==> config.mk <==
export PLATFORM = sky130hd
export DESIGN_NAME = xmem_bus_ctrl
export DESIGN_NICKNAME = d
export VERILOG_FILES = /design/src/rtl/xmem_pkg.sv /design/src/rtl/xmem_route.sv /design/src/rtl/xmem_stretch_map.sv /design/src/rtl/xmem_seq.sv /design/src/rtl/xmem_bus_ctrl.sv
export SDC_FILE = /design/constraint.sdc
export NUM_CORES = 1
export LEC_CHECK = 0
export ABC_AREA = 0
export BUFFER_PORTS_ARGS = -buffer_cell sky130_fd_sc_hd__buf_4
export CAP_MARGIN = 20
export CORE_ASPECT_RATIO = 1.1
export CORE_MARGIN = 1.5
export CORE_UTILIZATION = 46
export CTS_BUF_LIST = sky130_fd_sc_hd__clkbuf_16
export CTS_CLUSTER_SIZE = 10
export DETAILED_ROUTE_END_ITERATION = 10
export PLACE_DENSITY = 0.85
export SLEW_MARGIN = 10
export SYNTH_ARGS = -nofsm -noshare
export SYNTH_HDL_FRONTEND = slang
export SYNTH_SLANG_ARGS = --single-unit
==> constraint.sdc <==
create_clock -name clk -period 2 [get_ports clk]
set_clock_uncertainty 0.15 [all_clocks]
set_input_delay 0.1 -clock clk [delete_from_list [all_inputs] [get_ports clk]]
set_output_delay 0.1 -clock clk [all_outputs]
set_load 0.02 [all_outputs]
==> src/rtl/xmem_pkg.sv <==
package xmem_pkg;

    localparam int LEN_W = 6;

    typedef enum logic [2:0] {
        PH_IDLE,
        PH_INT,
        PH_ALE,
        PH_SETUP,
        PH_STROBE,
        PH_HOLD,
        PH_DONE
    } phase_e;

    typedef struct packed {
        logic [LEN_W-1:0] ale;
        logic [LEN_W-1:0] setup;
        logic [LEN_W-1:0] strobe;
        logic [LEN_W-1:0] hold;
    } shape_t;

endpackage

==> src/rtl/xmem_route.sv <==
module xmem_route #(
    parameter int AW      = 16,
    parameter int SRAM_AW = 10
) (
    input  logic [AW-1:0]      addr,
    output logic               is_int,
    output logic [SRAM_AW-1:0] local_addr
);
    localparam int HI_W = AW - SRAM_AW;

    always_comb begin
        is_int     = (addr[AW-1:SRAM_AW] == HI_W'(0));
        local_addr = addr[SRAM_AW-1:0];
    end
endmodule

==> src/rtl/xmem_stretch_map.sv <==
module xmem_stretch_map
    import xmem_pkg::*;
#(
    parameter int CPM       = 4,
    parameter int LONG_BIAS = 3
) (
    input  logic [2:0] code,
    output shape_t     shape
);
    int sc;

    always_comb begin
        sc = code[2] ? (int'(code) + LONG_BIAS) : int'(code);
        shape.ale    = LEN_W'(1);
        shape.setup  = LEN_W'(1);
        shape.strobe = LEN_W'(1);
        shape.hold   = LEN_W'(1);
        if (code == 3'd1) begin
            shape.setup = LEN_W'(2);
            shape.hold  = LEN_W'(2);
        end else if (code[2]) begin
            shape.ale    = LEN_W'(1 + CPM);
            shape.setup  = LEN_W'(1 + CPM);
            shape.hold   = LEN_W'(1 + CPM);
            shape.strobe = LEN_W'(1 + CPM * (sc - 3));
        end else if (code != 3'd0) begin
            shape.strobe = LEN_W'(1 + CPM * sc);
        end
    end
endmodule

==> src/rtl/xmem_seq.sv <==
module xmem_seq
    import xmem_pkg::*;
#(
    parameter int AW      = 16,
    parameter int DW      = 8,
    parameter int SRAM_AW = 10
) (
    input  logic               clk,
    input  logic               rst_n,
    input  logic               start,
    input  logic               we,
    input  logic [AW-1:0]      addr,
    input  logic [DW-1:0]      wdata,
    input  logic               start_int,
    input  shape_t             shape_in,
    output logic               done,
    output logic [DW-1:0]      rdata,
    output logic               sram_en,
    output logic               sram_we,
    output logic [SRAM_AW-1:0] sram_addr,
    output logic [DW-1:0]      sram_wdata,
    input  logic [DW-1:0]      sram_rdata,
    output logic [DW-1:0]      ad_out,
    output logic               ad_oe,
    input  logic [DW-1:0]      ad_in,
    output logic [AW-DW-1:0]   ad_hi,
    output logic               ale,
    output logic               rd_n,
    output logic               wr_n
);
    localparam int HI_W = AW - DW;

    typedef struct packed {
        phase_e           phase;
        logic [LEN_W-1:0] cnt;
        shape_t           shape;
        logic             we;
        logic [AW-1:0]    addr;
        logic [DW-1:0]    wdata;
        logic [DW-1:0]    rdata;
    } seq_t;

    seq_t d, q;
    logic cnt_end;
    logic ext_active;

    always_comb begin
        d       = q;
        cnt_end = (q.cnt == LEN_W'(0));
        case (q.phase)
            PH_IDLE: begin
                if (start) begin
                    d.we    = we;
                    d.addr  = addr;
                    d.wdata = wdata;
                    d.shape = shape_in;
                    if (start_int) begin
                        d.phase = PH_INT;
                    end else begin
                        d.phase = PH_ALE;
                        d.cnt   = shape_in.ale - LEN_W'(1);
                    end
                end
            end
            PH_INT: begin
                if (!q.we) d.rdata = sram_rdata;
                d.phase = PH_DONE;
            end
            PH_ALE: begin
                if (cnt_end) begin
                    d.phase = PH_SETUP;
                    d.cnt   = q.shape.setup - LEN_W'(1);
                end else d.cnt = q.cnt - LEN_W'(1);
            end
            PH_SETUP: begin
                if (cnt_end) begin
                    d.phase = PH_STROBE;
                    d.cnt   = q.shape.strobe - LEN_W'(1);
                end else d.cnt = q.cnt - LEN_W'(1);
            end
            PH_STROBE: begin
                if (cnt_end) begin
                    if (!q.we) d.rdata = ad_in;
                    d.phase = PH_HOLD;
                    d.cnt   = q.shape.hold - LEN_W'(1);
                end else d.cnt = q.cnt - LEN_W'(1);
            end
            PH_HOLD: begin
                if (cnt_end) d.phase = PH_DONE;
                else d.cnt = q.cnt - LEN_W'(1);
            end
            PH_DONE:  d.phase = PH_IDLE;
            default:  d.phase = PH_IDLE;
        endcase
    end

    always_ff @(posedge clk or negedge rst_n) begin
        if (!rst_n) begin
            q <= '{phase: PH_IDLE, cnt: '0, shape: '0, we: 1'b0,
                   addr: '0, wdata: '0, rdata: '0};
        end else begin
            q <= d;
        end
    end

    always_comb begin
        ext_active = (q.phase == PH_ALE) || (q.phase == PH_SETUP) ||
                     (q.phase == PH_STROBE) || (q.phase == PH_HOLD);
        done       = (q.phase == PH_DONE);
        rdata      = q.rdata;
        sram_en    = (q.phase == PH_INT);
        sram_we    = (q.phase == PH_INT) && q.we;
        sram_addr  = q.addr[SRAM_AW-1:0];
        sram_wdata = q.wdata;
        ale        = (q.phase == PH_ALE);
        rd_n       = !((q.phase == PH_STROBE) && !q.we);
        wr_n       = !((q.phase == PH_STROBE) && q.we);
        ad_oe      = (q.phase == PH_ALE) || (ext_active && q.we);
        ad_out     = (q.phase == PH_ALE) ? q.addr[DW-1:0] :
                     (q.we ? q.wdata : DW'(0));
        ad_hi      = ext_active ? q.addr[AW-1:DW] : HI_W'(0);
    end

    // port released whenever the read strobe is active
    assert_read_port_released_R7: assert property (@(posedge clk) disable iff (!rst_n)
        !rd_n |-> !ad_oe);

    // strobes never overlap each other or the latch pulse
    assert_strobes_exclusive_R12: assert property (@(posedge clk) disable iff (!rst_n)
        !rd_n |-> wr_n);
    assert_ale_without_strobe_R12: assert property (@(posedge clk) disable iff (!rst_n)
        ale |-> (rd_n && wr_n));
    assert_done_single_R12: assert property (@(posedge clk) disable iff (!rst_n)
        done |=> !done);

    // on-chip clock leaves external bus idle
    assert_sram_bus_quiet_R2: assert property (@(posedge clk) disable iff (!rst_n)
        sram_en |-> (!ale && rd_n && wr_n && !ad_oe));

    // latch phase can only be entered from idle
    assert_no_restart_R11: assert property (@(posedge clk) disable iff (!rst_n)
        (q.phase != PH_IDLE && q.phase != PH_ALE) |=> (q.phase != PH_ALE));

    // done follows the hold phase or the on-chip clock
    assert_done_after_access_R3: assert property (@(posedge clk) disable iff (!rst_n)
        $rose(done) |-> ($past(q.phase) == PH_HOLD || $past(q.phase) == PH_INT));
endmodule

==> src/rtl/xmem_bus_ctrl.sv <==
module xmem_bus_ctrl
    import xmem_pkg::*;
#(
    parameter int AW        = 16,
    parameter int DW        = 8,
    parameter int SRAM_AW   = 10,
    parameter int CPM       = 4,
    parameter int LONG_BIAS = 3
) (
    input  logic               clk,
    input  logic               rst_n,
    input  logic               start,
    input  logic               we,
    input  logic [AW-1:0]      addr,
    input  logic [DW-1:0]      wdata,
    input  logic [2:0]         stretch,
    output logic               done,
    output logic [DW-1:0]      rdata,
    output logic               sram_en,
    output logic               sram_we,
    output logic [SRAM_AW-1:0] sram_addr,
    output logic [DW-1:0]      sram_wdata,
    input  logic [DW-1:0]      sram_rdata,
    output logic [DW-1:0]      ad_out,
    output logic               ad_oe,
    input  logic [DW-1:0]      ad_in,
    output logic [AW-DW-1:0]   ad_hi,
    output logic               ale,
    output logic               rd_n,
    output logic               wr_n
);
    logic               start_int;
    logic [SRAM_AW-1:0] req_local;
    shape_t             shape_w;

    xmem_route #(.AW(AW), .SRAM_AW(SRAM_AW)) u_route (
        .addr       (addr),
        .is_int     (start_int),
        .local_addr (req_local)
    );

    xmem_stretch_map #(.CPM(CPM), .LONG_BIAS(LONG_BIAS)) u_map (
        .code  (stretch),
        .shape (shape_w)
    );

    xmem_seq #(.AW(AW), .DW(DW), .SRAM_AW(SRAM_AW)) u_seq (
        .clk        (clk),
        .rst_n      (rst_n),
        .start      (start),
        .we         (we),
        .addr       ({addr[AW-1:SRAM_AW], req_local}),
        .wdata      (wdata),
        .start_int  (start_int),
        .shape_in   (shape_w),
        .done       (done),
        .rdata      (rdata),
        .sram_en    (sram_en),
        .sram_we    (sram_we),
        .sram_addr  (sram_addr),
        .sram_wdata (sram_wdata),
        .sram_rdata (sram_rdata),
        .ad_out     (ad_out),
        .ad_oe      (ad_oe),
        .ad_in      (ad_in),
        .ad_hi      (ad_hi),
        .ale        (ale),
        .rd_n       (rd_n),
        .wr_n       (wr_n)
    );
endmodule

---- Yosys cells after proc, flatten, opt, wreduce, memory -nomap -nowiden ----
Cells that the tools add are included.
word-level totals
  register bits ........................... 66
  bits of input ports ..................... 47
  output and inout bits ................... 49
  word-level logic and storage cells ...... 85
operators by class
  add/subtract/negate cells ............... 9
  eq/ne operators ......................... 16
  multiplexer cells ....................... 29
  reductions and logical operators ........ 21
operators by type and width
  cell                                                                count
  6-bit 2-to-1 mux                                                    10
  58-bit 2-to-1 mux                                                   1
  8-bit 2-to-1 mux                                                    6
  6-bit case mux with 5 select lines                                  1
  6-bit by 1-bit subtractor with 6-bit output, second input constant  4
  3-bit 2-to-1 mux                                                    6
  3-bit case mux with 6 select lines                                  1
  8-bit case mux with 2 select lines                                  1
  2-bit by 6-bit adder with 6-bit output, first input constant        2
  6-bit logical NOT                                                   2
  2-bit != test, second input constant                                5
  3-bit == test, second input constant                                3
  9-bit 2-to-1 mux                                                    1
  2-bit by 1-bit != test with 1-bit output, second input constant     4
  4-bit AND reduction                                                 2
  3-bit by 1-bit == test with 1-bit output, second input constant     2
  3-bit by 2-bit == test with 1-bit output, second input constant     2
  5-bit AND reduction                                                 1
  5-bit nonzero test                                                  1
  3-bit by 2-bit adder with 4-bit output, second input constant       1
  1-bit logical AND                                                   4
  1-bit logical OR                                                    4
  4-bit 2-to-1 mux                                                    1
  3-bit by 1-bit subtractor with 4-bit output, second input constant  1
  other kinds (7)                                                     9

---- Longest topological paths before layout ----
Gate-level depths: netlist of run 1.
  word-level depth ........................ 8
  depth in mapped cells ................... 9
  depth with buffers taken out ............ 7

---- By module ----
From an unflattened synthesis of run 1, not the netlist that was laid out.
unflattened totals
  cells, all modules ...................... 410
  area total of the unflattened synthesis .. 3,933.8 um^2
by module, submodules not included
  module            instances  cells an instance  area an instance (um^2)  sequential area each (um^2)
  xmem_seq          1          358                3,545.9                  1,501.4
  xmem_stretch_map  1          40                 295.3                    0.0
  xmem_route        1          12                 92.6                     0.0

---- Least setup slack after synthesis of run 1 ----
OpenSTA, ideal clock, no wires.
  path kind ............................... register to register
  start ................................... register u_seq.q[57] in the netlist's numbering
  end ..................................... register u_seq.q (netlist bit u_seq.rdata[0])
  setup time .............................. 125 ps
  arrival time ............................ 1,907 ps
  data required time ...................... 1,725 ps
  path slack .............................. -183 ps
  stages on the path, launching flop included .. 10
  path buffers ............................ 2
  period minus slack after synthesis ...... 2,183 ps
  path through ............................ dfrtp_1 > inv_1 > ha_1 > nor4b_4 > and2_1 > buf_4 > nand3b_1 > a211o_1 > buf_6 > mux2_4
on the way
  word-level cells in the longest chain between the ends .. 3
ends and longest elaborated chain
  what                                                       RTL line        RTL
  from (decl)                                                xmem_seq.sv:43  seq_t d, q;
  from (signal assigned)                                     xmem_seq.sv:99  q <= '{phase: PH_IDLE, cnt: '0, shape: '0, we: 1'b0,
  6-bit logical NOT                                          xmem_seq.sv:49  cnt_end = (q.cnt == LEN_W'(0));
  2-bit by 1-bit != test with 1-bit output (no source line)  --
  4-bit AND reduction (no source line)                       --
No other way between the ends.
A chain may end at the register's enable or synchronous reset.

---- Worst setup path in the final report of run 1 ----
  start ................................... register u_seq.q[58] in the netlist's numbering
  end ..................................... register u_seq.q (netlist bit u_seq.rdata[1])
The elaborated chain is that of the path after synthesis.

==> out/metrics.cfg, run 1 <==
[status]
status = complete, but fails checks
violations = setup timing

[sta]
final-setup-viol-count = 8
period_needed_ns = 2.105
tns_ns = -0.7690
final_hold_viol_count = 0
slew_violations = 0
relSlewSlack_pct = 57.98
tightestPinTransition_ns = 0.6303
timing.final.crit_share_pct = 105.3
whs_ns = 0.02495
fin_ws_ns = -0.1052
max_freq_mhz = 475.0
grt_setup_unrepaired = yes

[clock_tree]
max-clock-path-buffers = 2
clk_pin_slew_ns = 0.07
cts_sinks = 50
cts_buffers = 5
cts_tree = built
clk_latency_ns = 0.29
clock-root-buffer = clkbuf_16
h-tree-depth = 2

[worst_hold_path]
worstHoldStart = ad_in[0]
hold_path_depth = 3
min_to = u_seq.rdata[0]$_DFFE_PN0P_
hold_class = in -> reg

[route]
wl_per_cell_um = 14.92
drcViolationCount = 0
dr.pass1.iters = 5
vias = 2832
dr.first_iter.drc_count = 159
wl_um = 8074
ant_nets = 0
via_per_inst = 5.235

[critical_path]
endpoint_kind = flip-flop
cp.required_ns = 2.02
reg2reg_to = u_seq.rdata[1]$_DFFE_PN0P_
worst-endpoint-arrival_ns = 2.13
r2r_start = u_seq.q[58]$_DFFE_PN0P_
cp-start-kind = flip-flop
cp_max_fo = 8
path_cells = inv_1 > ha_2 > nor4b_4 > and2_4 > nand3b_1 > a211o_4 > mux2_4
path_buf_inv = 1
cp_slowest_stage_delay_ns = 0.42
r2r_cells = 7
crit_family = simple AND/OR/NAND/NOR gates
cpMaxStageDelayCell = a211o_4
path_class = reg -> reg
r2r_slack_ns = -0.11

[global_routing]
grt_pass1_vias = 2702
grt_max_degree = 51
grt_first_pass_wirelength_um = 12500
grt_use_total_pct = 23.04
grt_antenna_before_repair = 0
overflow = 0

[logic_synthesis]
syn_inst = 349
synth-seq-cells = 50
synth_fp_nets = 402
yosys_warnings = 0
synth.cell_area_um2 = 2974
synth_edf_count = 0
ys_seq_area_share_pct = 42.07
async_flop_share_pct = 100.0
syn_avg_cell_area_um2 = 8.522
synth.distinct_cells = 46
synth_top_flop_cell = dfrtp_1

[cells_and_area]
n_antenna_cell = 0
drive_above_1_share_pct = 34.27
register_area_um2 = 1252
layout_commonest_cell = buf_4
fillers = 456
area_growth_syn_to_layout_pct = 42.03
design_area_um2 = 4224
mostFrequentLayoutCells = buf_4 (115), nand2_1 (108), dfrtp_1 (49), dlygate4sd3_1 (29), o21ai_0 (21)
finalNetCount = 513
multi_input_area_um2 = 1461

[floorplan]
core-area_um2 = 6193
initial_utilization_pct = 48.02
dieArea_um2 = 6957
fp.dieH_um = 87.33
die_width_um = 79.67
num_rows = 30
io_pins = 96

[pwr]
power_density_nw_per_um2 = 1640
p_total_mw = 6.929
power_leakage_nw = 2.129
vdd_drop_max_uv = 919.7

[place]
placed_cell_area_um2 = 3692
gp_congestion = 0.8738
pre_cts_ws_ns = -0.1323
numPortBuffers = 95
place_hpwl_um = 5265

[flow_run]
max_cap_violations = 0

## cell usage after synthesis (2+ instances only)
library cell  count  area share, %
mux2_2            8            3.0
xor2_1            2           0.59
nor2_1           17            2.1
nor3_1            4           0.67
a21oi_1           4           0.67
mux2_4            8            4.0
buf_4            27            6.8
o21a_1            2           0.50
inv_1            14            1.8
nor2b_1          10            2.1
xnor2_1           5            1.5
nand2_1         109             14
nand3_1           3           0.50
o22ai_1           2           0.42
a32o_1            2           0.67
nand2b_1          4           0.84
nor3b_1           2           0.50
o211ai_1          2           0.50
dfrtp_1          50             42
and2_1            3           0.63
o21ai_0          25            4.2
nor4_1            2           0.42
buf_1             2           0.25
ha_1              6            2.5
a21boi_0          2           0.50
a21o_1            2           0.50
clkbuf_1         12            1.5
nand3b_1          2           0.50
## cell type report
| cell class | instances | area share [%] |
|---|---|---|
| multi-input combinational | 242 | 34.60 |
| sequential | 50 | 29.65 |
| timing repair buffer | 147 | 28.17 |
| clock buffer | 5 | 2.962 |
| tap | 80 | 2.370 |
| inverter | 14 | 1.244 |
| clock inverter | 3 | 1.007 |
## power by group
| part | switching [mW] | leakage [nW] | internal [mW] |
|---|---|---|---|
| registers | 0.376 | 0.612 | 1.49 |
| clock network | 0.376 | 0.0818 | 0.591 |
| logic | 2.24 | 1.43 | 1.86 |
## cell families (layout without fill, tap and decap cells)
family / Yosys count / count (layout) / share of synthesized area (%)
AND/OR/NAND/NOR: 160 / 160 / 23.60
buffers and inverters: 57 / 169 / 10.90
AO/OA/AOI/OAI: 53 / 53 / 11.78
flip-flops: 50 / 50 / 42.07
multiplexers: 16 / 16 / 7.068
XOR/XNOR: 7 / 7 / 2.061
adder cells (fa/ha/maj): 6 / 6 / 2.524
## registers in the layout, summed over array words and instances, names as in the netlist
name and count:
u_seq.q 24, u_seq.rdata 8, u_seq.sram_addr 10, u_seq.sram_wdata 8
## what timing repair did
| action | in CTS | in global routing |
|---|---|---|
| hold buffers | 29 | 0 |
| endpoints found under the setup margin | 9 | 32 |
| pin swaps | 0 | 5 |
| gates resized for setup | 3 | 15 |
| endpoints found under the hold margin | 80 | 0 |
| gates cloned | 0 | 1 |
| buffers inserted | 0 | 2 |
## through the flow
step	utilization, %	cells
CTS	67.15	538
detailed placement	59.62	501
global route	68.20	541
finish	68.20	541
global placement	59.62	501
floorplan	-	349
## how the worst max path moves through the flow
stage                                 start                          to  slack, ns  cells after the start
floorplan           u_seq.q[57]$_DFFE_PN0P_  u_seq.rdata[0]$_DFFE_PN0P_      -0.18                      9
global placement    u_seq.q[58]$_DFFE_PN0P_  u_seq.rdata[1]$_DFFE_PN0P_      -0.07                      7
detailed placement  u_seq.q[58]$_DFFE_PN0P_  u_seq.rdata[1]$_DFFE_PN0P_      -0.13                      7
CTS                 u_seq.q[58]$_DFFE_PN0P_  u_seq.rdata[1]$_DFFE_PN0P_      -0.11                      7
global route        u_seq.q[58]$_DFFE_PN0P_  u_seq.rdata[1]$_DFFE_PN0P_      -0.18                      7
finish              u_seq.q[58]$_DFFE_PN0P_  u_seq.rdata[1]$_DFFE_PN0P_      -0.11                      7
## worst reg2reg max path: stages, from the launching register on
cell and delay, ns:
dfrtp_1 0.39, inv_1 0.06, ha_2 0.17, nor4b_4 0.20
and2_4 0.18, nand3b_1 0.09, a211o_4 0.42, mux2_4 0.32
## per-layer routing
layer,part of all wire (%),vias to the layer above,track usage (%)
met1,40,1363,27.53
met3,6.4,8,4.712
met4,1.0,0,6.380
li1,-,1344,-
met5,0,-,0
met2,53,117,41.68
Note: power is estimated with default switching activity, not from simulation.
==> run 2: changes to the inputs <==
Settings changed: CELL_PAD_IN_SITES_DETAIL_PLACEMENT from default to 1, CELL_PAD_IN_SITES_GLOBAL_PLACEMENT from default to 1, CORE_UTILIZATION 46 to 33, PLACE_DENSITY 0.85 to 0.84.
==> out/metrics.cfg, run 2 (synthesis results as in run 1) <==
[place]
place_hpwl_um = 6175  ; was 5265 um
numPortBuffers = 95  ; unchanged
pre_cts_ws_ns = -0.2240  ; was -0.1323 ns
gp_congestion = 0.8892  ; was 0.8738

[pwr]
power.switching_mw = 3.279  ; was 2.992 mW
pwr-share-clk_pct = 12.0  ; was 13.9%
power_leakage_nw = 2.168  ; was 2.129 nW
vdd_drop_max_uv = 1055  ; was 919.7 uV
power_density_nw_per_um2 = 1675  ; was 1640 nW/um^2
swShare_pct = 45.18  ; was 43.17%
p_total_mw = 7.258  ; was 6.929 mW
sequentialPowerShare_pct = 25.9  ; was 26.9%
combPwrFrac_pct = 62.1  ; was 59.2%
p_int_mw = 3.979  ; was 3.938 mW

[floorplan]
io_pins = 96  ; unchanged
die_width_um = 93.52  ; was 79.67 um
dieArea_um2 = 9591  ; was 6957 um^2
initial_utilization_pct = 33.69  ; was 48.02%
fp.dieH_um = 102.6  ; was 87.33 um
num_rows = 36  ; was 30
core-area_um2 = 8828  ; was 6193 um^2

[route]
wl_um = 10180  ; was 8074 um
wl_met1_um = 4150  ; was 3198 um
dr.first_iter.drc_count = 101  ; was 159
vias = 2898  ; was 2,832
ant_nets = 0  ; unchanged
dr_wl_met2_um = 5259  ; was 4277 um
drcViolationCount = 0  ; unchanged
via_per_inst = 4.971  ; was 5.235
top_layer_used = met4  ; unchanged
dr.pass1.iters = 4  ; was 5
wl_per_cell_um = 17.45  ; was 14.92 um
wl_met3_um = 485  ; was 516 um

[sta]
max_freq_mhz = 465.1  ; was 475.0 MHz
period_needed_ns = 2.150  ; was 2.105 ns
tightestPinTransition_ns = 0.6664  ; was 0.6303 ns
slew_violations = 0  ; unchanged
relSlewSlack_pct = 55.57  ; was 57.98%
fin_ws_ns = -0.1499  ; was -0.1052 ns
final-setup-viol-count = 9  ; was 8
final_hold_viol_count = 0  ; unchanged
timing.final.crit_share_pct = 107.5  ; was 105.3%
grt_setup_unrepaired = yes  ; unchanged

[cells_and_area]
area_growth_syn_to_layout_pct = 45.69  ; was 42.03%
mostFrequentLayoutCells = buf_4 (120), nand2_1 (109), dfrtp_1 (50), dlygate4sd3_1 (29), o21ai_0 (17)  ; was buf_4 (115), nand2_1 (108), dfrtp_1 (49), dlygate4sd3_1 (29), o21ai_0 (21)
n_antenna_cell = 0  ; unchanged
fillers = 1067  ; was 456
largest_reg_flops = 24  ; unchanged
largest-register = u_seq.q  ; unchanged
finalNetCount = 521  ; was 513
layout_commonest_cell = buf_4  ; unchanged
drive_above_1_share_pct = 34.75  ; was 34.27%

[global_routing]
grt_pass1_vias = 3184  ; was 2,702
grt_use_total_pct = 20.75  ; was 23.04%
overflow = 0  ; unchanged
grt_max_degree = 51  ; unchanged
grt_first_pass_wirelength_um = 15470  ; was 12,500 um
grt_antenna_before_repair = 0  ; unchanged

[critical_path]
endpoint_kind = flip-flop  ; unchanged
path_class = reg -> reg  ; unchanged
crit_path_start = u_seq.q[57]$_DFFE_PN0P_  ; was u_seq.q[58]$_DFFE_PN0P_
r2r_start = u_seq.q[57]$_DFFE_PN0P_  ; was u_seq.q[58]$_DFFE_PN0P_
cp-start-kind = flip-flop  ; unchanged
cp_max_fo = 8  ; unchanged
worst-endpoint-arrival_ns = 2.18  ; was 2.13 ns
cp.required_ns = 2.03  ; was 2.02 ns
r2r_cells = 7  ; unchanged

[clock_tree]
max-clock-path-buffers = 2  ; unchanged
cts_sinks = 50  ; unchanged
h-tree-depth = 2  ; unchanged
clk_latency_ns = 0.29  ; about the same
cts_buffers = 5  ; unchanged
clock-root-buffer = clkbuf_16  ; unchanged
cts_tree = built  ; unchanged
clk_pin_slew_ns = 0.07  ; about the same

[flow_run]
max_cap_violations = 0  ; unchanged

[status]
status = complete, but fails checks  ; unchanged
violations = setup timing  ; unchanged

[worst_hold_path]
hold_path_depth = 3  ; unchanged
worstHoldStart = sram_rdata[0]  ; was ad_in[0]
hold_class = in -> reg  ; unchanged

==> run 2: cell types whose count changed in the layout (fill, tap and decap cells not counted), moves of 3 or more <==
| cell | before | now |
|---|---|---|
| o21ai_0 | 21 | 17 |
| buf_6 | 1 | 5 |
| buf_4 | 115 | 120 |
| o21ai_1 | 3 | 6 |
==> run 2: final timing paths <==
path	end	slack [ns]
min reg2reg	u_seq.q[30]$_DFFE_PN0P_	0.32
max in group asynchronous	u_seq.q[65]$_DFFE_PN0P_	1.03
max	u_seq.rdata[5]$_DFFE_PN0P_	-0.15
min	u_seq.rdata[0]$_DFFE_PN0P_	0.01
max reg2reg	u_seq.rdata[5]$_DFFE_PN0P_	-0.15
min in group asynchronous	u_seq.q[32]$_DFFE_PN0P_	0.24
==> run 2: critical path, stage by stage, from the launching register on <==
cell,delay [ns]
dfrtp_1,0.39
inv_1,0.06
ha_2,0.17
nor4b_4,0.23
and2_4,0.19
nand3b_1,0.09
a211o_4,0.42
mux2_4,0.32
==> run 2: layout make-up <==
type,count,area (um^2),share of cell area [%]
multi-input cells,242,1478,34.10
repair buffers,155,1267,29.25
flip-flops and latches,50,1251,28.88
well taps,114,142.6,3.292
clock buffers,5,125.1,2.888
inverters,14,52.55,1.213
clock inverters,3,16.27,0.3754
==> run 2: per-stage QoR <==
stage	utilization (%)	hold WS [ns]	cell area [um^2]	cells	setup TNS [ns]
3_5_place_dp	42.39	0.04765	3742	536	-2.141
6_report	49.08	0.01221	4333	583	-1.185
2_1_floorplan	-	-0.3456	2982	349	-1.414
3_3_place_gp	42.39	0.02394	3742	536	-0.8050
5_1_grt	49.08	0.01698	4333	583	-2.646
4_1_cts	48.06	0.01237	4243	576	-1.270
==> run 2: power groups by stage <==
stage	Combinational [mW]	Sequential, mW	Clock (mW)
after floorplan	2.72	1.76	0
after global placement	3.79	1.83	0
after detailed placement	3.92	1.86	0
after CTS	4.17	1.86	0.870
after global routing	4.87	1.93	0.918
final	4.51	1.88	0.868
==> run 2: routing by layer <==
metal,global-route usage [%],vias to the layer above
li1,-,1360
met1,23.45,1426
met2,38.63,87
met3,4.425,25
met4,6.993,0
met5,0,-
==> run 2: timing repair <==
action,4_1_cts,5_1_grt
resized for setup,16,11
endpoints found under the hold margin,81,0
buffers inserted,2,7
cloned,1,1
hold buffers,29,0
pin swaps,2,7
endpoints found under the setup margin,22,32
==> run 3: changes to the inputs <==
==> constraint.sdc (replaced) <==
create_clock -name clk -period 2 [get_ports clk]
set_clock_uncertainty 0.15 [all_clocks]
set_input_delay 0.3 -clock clk [delete_from_list [all_inputs] [get_ports clk]]
set_output_delay 0.3 -clock clk [all_outputs]
set_load 0.02 [all_outputs]
==> out/metrics.cfg, run 3 (synthesis results as in run 1) <==
[status]
status = complete, but fails checks  ; unchanged
violations = setup timing  ; unchanged

[place]
gp_congestion = 0.8821  ; was 0.8892
placed_cell_area_um2 = 3742  ; unchanged
place_hpwl_um = 6208  ; was 6175 um
numPortBuffers = 95  ; unchanged
dp.cells = 534  ; was 536

[route]
via_per_inst = 5.132  ; was 4.971
wl_per_cell_um = 18.44  ; was 17.45 um
wl_um = 10450  ; was 10,180 um
dr.pass1.iters = 6  ; was 4
drcViolationCount = 0  ; unchanged
ant_nets = 0  ; unchanged
dr.first_iter.drc_count = 136  ; was 101
vias = 2910  ; was 2,898

[critical_path]
path_cells = inv_1 > ha_2 > nor4b_4 > and2_4 > nand3b_1 > a211o_4 > mux2_4  ; unchanged
cp.required_ns = 2.03  ; about the same
path_buf_inv = 1  ; unchanged
cpMaxStageDelayCell = a211o_4  ; unchanged
cp-start-kind = flip-flop  ; unchanged
cp_max_fo = 8  ; unchanged
r2r_slack_ns = -0.15  ; about the same
worst-endpoint-arrival_ns = 2.18  ; about the same
endpoint_kind = flip-flop  ; unchanged
cp_slowest_stage_delay_ns = 0.42  ; about the same
crit_family = simple AND/OR/NAND/NOR gates  ; unchanged
path_class = reg -> reg  ; unchanged

[sta]
tightestPinTransition_ns = 0.6607  ; was 0.6664 ns
grt_setup_unrepaired = yes  ; unchanged
final-setup-viol-count = 15  ; was 9
timing.final.crit_share_pct = 107.6  ; was 107.5%
whs_ns = 0.03655  ; was 0.01221 ns
max_freq_mhz = 464.6  ; was 465.1 MHz
slew_violations = 0  ; unchanged
period_needed_ns = 2.152  ; was 2.150 ns
final_hold_viol_count = 0  ; unchanged
fin_ws_ns = -0.1524  ; was -0.1499 ns
tns_ns = -1.347  ; was -1.185 ns
relSlewSlack_pct = 55.95  ; was 55.57%

[clock_tree]
h-tree-depth = 2  ; unchanged
cts_tree = built  ; unchanged
clock-root-buffer = clkbuf_16  ; unchanged
max-clock-path-buffers = 2  ; unchanged
clk_pin_slew_ns = 0.08  ; was 0.07 ns
cts_buffers = 5  ; unchanged
clk_latency_ns = 0.30  ; was 0.29 ns
cts_sinks = 50  ; unchanged

[cells_and_area]
fin_cells = 567  ; was 583
largest-register = u_seq.q  ; unchanged
layout_commonest_cell = buf_4  ; unchanged
area_growth_syn_to_layout_pct = 44.17  ; was 45.69%
multi_input_area_um2 = 1564  ; was 1478 um^2
post-route-util_pct = 48.57  ; was 49.08%
largest_reg_flops = 24  ; unchanged
register_area_um2 = 1256  ; was 1251 um^2
design_area_um2 = 4288  ; was 4333 um^2
n_antenna_cell = 0  ; unchanged
mostFrequentLayoutCells = buf_4 (123), nand2_1 (100), dfrtp_1 (46), inv_1 (15)  ; was buf_4 (120), nand2_1 (109), dfrtp_1 (50), dlygate4sd3_1 (29), o21ai_0 (17)
finalNetCount = 506  ; was 521
drive_above_1_share_pct = 44.81  ; was 34.75%
fillers = 1075  ; was 1,067

[global_routing]
grt_use_total_pct = 21.12  ; was 20.75%
grt_antenna_before_repair = 0  ; unchanged
grt_max_degree = 51  ; unchanged
grt_first_pass_wirelength_um = 15590  ; was 15,470 um
grt_pass1_vias = 3048  ; was 3,184
overflow = 0  ; unchanged

[floorplan]
core-area_um2 = 8828  ; unchanged
io_pins = 96  ; unchanged
dieArea_um2 = 9591  ; unchanged
num_rows = 36  ; unchanged
fp.dieH_um = 102.6  ; unchanged
die_width_um = 93.52  ; unchanged
initial_utilization_pct = 33.69  ; unchanged

[pwr]
pwr-share-clk_pct = 11.0  ; was 12.0%
power.switching_mw = 3.511  ; was 3.279 mW
power_density_nw_per_um2 = 1805  ; was 1675 nW/um^2
swShare_pct = 45.38  ; was 45.18%
sequentialPowerShare_pct = 25.1  ; was 25.9%
combPwrFrac_pct = 63.9  ; was 62.1%
vdd_drop_max_uv = 731.1  ; was 1055 uV
power_leakage_nw = 2.163  ; was 2.168 nW
p_int_mw = 4.226  ; was 3.979 mW

[worst_hold_path]
hold_class = in -> reg  ; unchanged

[flow_run]
max_cap_violations = 0  ; unchanged

run 3: layer usage:
layer  vias to the layer above  global-route usage, %  wire length (um)
met5                         -                      0                 0
met4                         0                  8.159               274
met2                       103                  38.46              5545
met1                      1458                  23.91              4087
met3                        20                  4.941               545
li1                       1329                      -                 -
run 3: worst register-to-register path, stage by stage, from the launching register on:
cell and delay (ns):
dfrtp_1 0.40, inv_1 0.07, ha_2 0.17, nor4b_4 0.22, and2_4 0.19, nand3b_1 0.09
a211o_4 0.42, mux2_4 0.32
run 3: final cells by class:
cell class / instances / area share (%)
Clock inverter: 2 / 0.2626
Clock buffer: 5 / 2.918
Tap cell: 114 / 3.327
Sequential cell: 50 / 29.30
Multi-Input combinational cell: 242 / 36.48
Timing Repair Buffer: 140 / 26.50
Inverter: 14 / 1.226
run 3: timing repair:
item                                   4_1_cts  5_1_grt
pin swaps                                    3       11
setup endpoints to repair                   29       28
gates resized for setup                     25       46
buffers inserted                            14       12
gates cloned                                 3        1
endpoints found under the hold margin       50        0
hold buffers                                 1        0
run 3: power groups by stage:
stage               clock network, mW  registers, mW  logic (mW)
finish                          0.850           1.95        4.94
global route                    0.870           2.00        5.28
CTS                             0.828           1.89        4.64
detailed placement                  0           1.92        3.91
global placement                    0           1.89        3.78
floorplan                           0           1.76        2.73
run 3: final timing paths:
kind	end	startpoint	cells after the start
setup / recovery	u_seq.rdata[6]$_DFFE_PN0P_	u_seq.q[58]$_DFFE_PN0P_	7
hold / removal	u_seq.sram_wdata[6]$_DFFE_PN0P_	wdata[6]	3
setup reg to reg	u_seq.rdata[6]$_DFFE_PN0P_	u_seq.q[58]$_DFFE_PN0P_	7
hold reg to reg	u_seq.q[29]$_DFFE_PN0P_	u_seq.q[29]$_DFFE_PN0P_	2
max in group asynchronous	u_seq.q[64]$_DFFE_PN0P_	rst_n	2
min in group asynchronous	u_seq.q[44]$_DFFE_PN0P_	rst_n	2
run 3: through the flow:
step / total power, mW / worst slack (ns)
detailed placement: 5.823 / -0.1445
CTS: 7.358 / -0.08047
floorplan: 4.486 / -0.1767
global placement: 5.667 / -0.07352
global route: 8.145 / -0.2968
finish: 7.738 / -0.1524
